File: config.mk
export PLATFORM = sky130hd
export DESIGN_NAME = burst_fill_responder
export DESIGN_NICKNAME = d
export VERILOG_FILES = /design/src/rtl/bfr_pkg.sv /design/src/rtl/bfr_pending.sv /design/src/rtl/bfr_beat.sv /design/src/rtl/burst_fill_responder.sv
export SDC_FILE = /design/constraint.sdc
export NUM_CORES = 1
export LEC_CHECK = 0
export ABC_CLOCK_PERIOD_IN_PS = 6400
export BUFFER_PORTS_ARGS = -buffer_cell sky130_fd_sc_hd__clkbuf_2
export CORE_AREA = 2 2 39 41
export CTS_BUF_LIST = sky130_fd_sc_hd__clkbuf_8
export DETAILED_ROUTE_END_ITERATION = 12
export DIE_AREA = 0 0 41 43
export HOLD_SLACK_MARGIN = 0.1
export SLEW_MARGIN = 5
export SYNTH_ARGS = -nofsm -noshare
export SYNTH_HDL_FRONTEND = slang
export SYNTH_SLANG_ARGS = --single-unit
File: constraint.sdc
create_clock -name clk -period 6.4 [get_ports clk]
set_input_delay 0.96 -clock clk [delete_from_list [all_inputs] [get_ports clk]]
set_output_delay 0.96 -clock clk [all_outputs]
set_load 0.05 [all_outputs]
File: src/rtl/bfr_pkg.sv
`timescale 1ns/1ps
package bfr_pkg;
  localparam int CODE_W = 2;

  typedef enum logic [CODE_W-1:0] {
    REQ_NONE = 2'd0,
    REQ_FILL = 2'd1
  } req_code_e;

  typedef enum logic [CODE_W-1:0] {
    RSP_IDLE = 2'd0,
    RSP_XFER = 2'd1
  } rsp_code_e;
endpackage

File: src/rtl/bfr_pending.sv
`timescale 1ns/1ps
module bfr_pending #(
  parameter int PEND_W = 3
) (
  input  logic clk,
  input  logic rst_n,
  input  logic fill,
  input  logic retire,
  output logic busy,
  output logic ovf
);
  localparam logic [PEND_W-1:0] PEND_MAX = {PEND_W{1'b1}};

  logic [PEND_W-1:0] cnt_q, cnt_d;
  logic              accept;
  logic              drop;

  assign accept = fill && ((cnt_q != PEND_MAX) || retire);
  assign drop   = fill && !accept;
  assign busy   = (cnt_q != '0);

  always_comb begin
    cnt_d = cnt_q;
    if (accept && !retire)      cnt_d = cnt_q + 1'b1;
    else if (!accept && retire) cnt_d = cnt_q - 1'b1;
  end

  always_ff @(posedge clk or negedge rst_n) begin
    if (!rst_n) begin
      cnt_q <= '0;
      ovf   <= 1'b0;
    end else begin
      cnt_q <= cnt_d;
      if (drop) ovf <= 1'b1;
    end
  end

  AST_RETIRE_NEEDS_WORK: assert property (@(posedge clk) disable iff (!rst_n)
    retire |-> busy);
  AST_OVF_STICKY: assert property (@(posedge clk) disable iff (!rst_n)
    ovf |=> ovf);
  AST_FULL_DROP: assert property (@(posedge clk) disable iff (!rst_n)
    (cnt_q == PEND_MAX && fill && !retire) |=> (cnt_q == PEND_MAX && ovf));
  AST_IDLE_FILL_STARTS: assert property (@(posedge clk) disable iff (!rst_n)
    (!busy && fill) |=> busy);
endmodule

File: src/rtl/bfr_beat.sv
`timescale 1ns/1ps
module bfr_beat #(
  parameter int BEATS = 4
) (
  input  logic clk,
  input  logic rst_n,
  input  logic go,
  output logic last
);
  localparam int BW = (BEATS > 1) ? $clog2(BEATS) : 1;
  localparam logic [BW-1:0] LAST_IDX = BW'(BEATS - 1);

  logic [BW-1:0] idx_q;

  assign last = go && (idx_q == LAST_IDX);

  always_ff @(posedge clk or negedge rst_n) begin
    if (!rst_n)    idx_q <= '0;
    else if (last) idx_q <= '0;
    else if (go)   idx_q <= idx_q + 1'b1;
  end

  AST_HOLD_ON_STALL: assert property (@(posedge clk) disable iff (!rst_n)
    !go |=> $stable(idx_q));
  AST_WRAP_AFTER_LAST: assert property (@(posedge clk) disable iff (!rst_n)
    last |=> (idx_q == '0));
endmodule

File: src/rtl/burst_fill_responder.sv
`timescale 1ns/1ps
module burst_fill_responder
  import bfr_pkg::*;
#(
  parameter int BEATS  = 4,
  parameter int PEND_W = 3
) (
  input  logic              clk,
  input  logic              rst_n,
  input  logic [CODE_W-1:0] req,
  input  logic              stall,
  output logic [CODE_W-1:0] rsp,
  output logic              ongoing,
  output logic              done,
  output logic              overflow
);
  logic fill_seen;
  logic busy;
  logic fire;
  logic last_beat;

  assign fill_seen = (req == REQ_FILL);
  assign fire      = busy && !stall;

  bfr_pending #(.PEND_W(PEND_W)) u_pend (
    .clk    (clk),
    .rst_n  (rst_n),
    .fill   (fill_seen),
    .retire (last_beat),
    .busy   (busy),
    .ovf    (overflow)
  );

  bfr_beat #(.BEATS(BEATS)) u_beat (
    .clk   (clk),
    .rst_n (rst_n),
    .go    (fire),
    .last  (last_beat)
  );

  assign rsp     = fire ? RSP_XFER : RSP_IDLE;
  assign ongoing = busy;
  assign done    = last_beat;

  AST_STALL_IDLE: assert property (@(posedge clk) disable iff (!rst_n)
    stall |-> (rsp == RSP_IDLE));
  AST_DONE_ON_BEAT: assert property (@(posedge clk) disable iff (!rst_n)
    done |-> (rsp == RSP_XFER));
  AST_DONE_PULSE: assert property (@(posedge clk) disable iff (!rst_n)
    done |=> !done);
  AST_BEAT_NEEDS_WORK: assert property (@(posedge clk) disable iff (!rst_n)
    (rsp == RSP_XFER) |-> ongoing);
  AST_CODE_LEGAL: assert property (@(posedge clk) disable iff (!rst_n)
    (rsp == RSP_IDLE) || (rsp == RSP_XFER));
endmodule

==> flow_summary.yaml <==
status:
  status: "finished, final reports clean"
timing:
  clock_skew_ps: 2.52
  fin_tns_setup_ps: 0
  layout_min_cycle_time_ps: 2520
  slew_violations: 0
  holdWs_ps: 471
  fmax_mhz: 396
  period_share: 0.394
  finalHoldViolCount: 0
  rsz0062_at_grt: "no"
  setup_viol: 0
route:
  postRouteAntennaNets: 0
  num_vias: 236
  avgRoutedWirePerCell_um: 9.23
  route.met3.wl_um: 62
  wl_met2_um: 191
  firstDrtPassIters: 4
  drc: 0
  via_per_inst: 4.21
  drt_iter0_markers: 3
  drt_wl_total_um: 517
  highest_layer: "met4"
  met1_length_um: 215
cts:
  tritoncts: "built"
  cts-root-buf: "clkbuf_8"
  cts_buffers: 3
  cts.sinks: 6
  post_cts.repair.setup_buffers: 0
  clock_latency_ps: 220
  clk_pin_slew_ps: 30
  cts_hold_buffers: 0
  postCtsResizedCells: 0
  cts.htree.levels: 1
  cts_buffer_depth: 2
critical_path:
  cp-end-kind: "primary output"
  worstPathArrival_ps: 1560
  crit_family: "buffers and inverters"
  crit_top_cell: "clkbuf_2"
  worstPathRequired_ps: 5440
  critical_path_class: "input port to primary output"
  worst-path-buf-inv: 3
  cp_max_fo: 3
  slowest_delay_ps: 270
  worstPathCellList: "clkbuf_2, inv_1, and3_2, clkbuf_2"
  critPathSlowestCell: "clkbuf_2"
  start_kind: "input port"
synth:
  yosys.area.top_type: "dfrtp_1"
  syn-num-nets: 39
  synth-seq-cells: 6
  yosysSeqAreaShare: 0.420
  syn_inst: 31
  syn_area_sq_um: 358
  ys.warnings.count: 0
  synth_top_area_frac: 0.420
  ys_top_cells_by_area: "dfrtp_1 42%, mux2_4 8.4%, ha_1 7.0%"
  synth_cell_types: 18
  avgSynthCellArea_sq_um: 11.5
floorplan:
  num_io_pins: 10
  dieArea_sq_mm: 0.00176
  core.rowCount: 14
  start_util: 0.259
  die_h_um: 43
  core_sq_mm: 0.00138
  die_w_um: 41
layout:
  fin_nets: 50
  drive_gt1_frac: 0.450
  fin_cells: 56
  area_growth_pct: 24.1
  n_antenna_cell: 0
global_routing:
  grt_usage: 0.0849
  overflow: 0
  grt_pass1_vias: 226
  grt_max_degree: 7
  antenna_found_initial: 0
  grt_pass1_wl_um: 848
power:
  cellLeakagePower_nw: 0.219
  seqPwrFrac: 0.306
  p_per_area_mw_per_mm2: 558
  switching_share: 0.388
  switching_power_mw: 0.0962
  p_int_mw: 0.152
  clockPowerShare: 0.230
  ir_worst_vdd_v: 0.000102
  comb_power_share: 0.465
job:
  maxCapViolations: 0
placed_design:
  place_hpwl_um: 410
  placedCellCount: 53
  routabilityCongestion: 0.711
  port_buffers: 8
min_path:
  worstHoldPathType: "flip-flop to flip-flop"
## cells by family (layout without fill, tap and decap cells)
group / Yosys count / count (layout) / share of synthesized area
adders and majority gates: 3 / 3 / 0.126
buffers and inverters: 6 / 15 / 0.0839
AOI/OAI and AO/OA: 2 / 2 / 0.0385
and+or+nand+nor: 7 / 7 / 0.133
xor gates and xnor gates: 3 / 3 / 0.0734
other: 1 / 1 / 0.0105
DFF: 6 / 6 / 0.420
muxes: 3 / 3 / 0.115
## metal layers
layer / global-route usage / vias to the layer above
met4: 0.140 / 0
met2: 0.100 / 12
met1: 0.0822 / 104
li1: - / 116
met5: 0 / -
met3: 0.0314 / 4
## cells in the final DEF (no fill, tap or decap)
| cell | count |
|---|---|
| clkbuf_2 | 8 |
| dfrtp_1 | 6 |
| inv_1 | 4 |
| clkbuf_8 | 3 |
| mux2_4 | 2 |
| nor2_1 | 2 |
| xor2_1 | 2 |
| ha_1 | 2 |
| or3_4 | 1 |
| and2_4 | 1 |
| and3_2 | 1 |
| nand3_1 | 1 |
| a21oi_1 | 1 |
| nor3b_1 | 1 |
| mux2_2 | 1 |
| xnor2_1 | 1 |
| a31o_2 | 1 |
| fa_1 | 1 |
| conb_1 | 1 |
## sequential cells by signal, summed over array words and instances, names as in the netlist
signal	flops
u_beat.idx_q	2
u_pend.ovf	1
u_pend.cnt_q	3
## layout make-up
class / instances / area (sq um)
Timing Repair Buffer: 8 / 40.0
Sequential cell: 6 / 150
Tap cell: 16 / 20.0
Fill cell: 145 / 940
Inverter: 4 / 15.0
Clock buffer: 3 / 41.3
Multi-Input combinational cell: 19 / 178
## final timing paths
kind	startpoint	end	slack, ps	depth (start not counted)
max	stall	done	3880	4
min	u_pend.ovf	u_pend.ovf	470	1
max reg2reg	u_pend.cnt_q[0]	u_pend.cnt_q[2]	4200	9
min reg2reg	u_pend.ovf	u_pend.ovf	470	1
max in group asynchronous	rst_n	u_pend.ovf	5700	1
min in group asynchronous	rst_n	u_beat.idx_q[0]	550	1
## metrics by stage
| step | worst slack [ps] | area [sq um] | total power [mW] | utilization |
|---|---|---|---|---|
| 2_1_floorplan | 3920 | 358 | 0.174 | - |
| 5_1_grt | 3840 | 444 | 0.270 | 0.321 |
| 4_1_cts | 3880 | 444 | 0.253 | 0.321 |
| 3_5_place_dp | 3840 | 403 | 0.193 | 0.291 |
| 6_report | 3880 | 444 | 0.248 | 0.321 |
| 3_3_place_gp | 3870 | 403 | 0.190 | 0.291 |
## synth_stat cells, drive strengths merged
cell type  number
a21oi           1
a31o            1
and2            1
and3            1
buf             2
conb            1
dfrtp           6
fa              1
ha              2
inv             4
mux2            3
nand3           1
nor2            2
nor3b           1
or3             1
xnor2           1
xor2            2
## power groups by stage
stage | sequential (mW) | combinational, mW | clock, mW
after floorplan | 0.0819 | 0.0925 | 0
after global placement | 0.0755 | 0.114 | 0
after detailed placement | 0.0768 | 0.117 | 0
after CTS | 0.0763 | 0.117 | 0.0590
after global routing | 0.0795 | 0.129 | 0.0617
final | 0.0758 | 0.115 | 0.0569
Power figures use the tool's default switching activity.
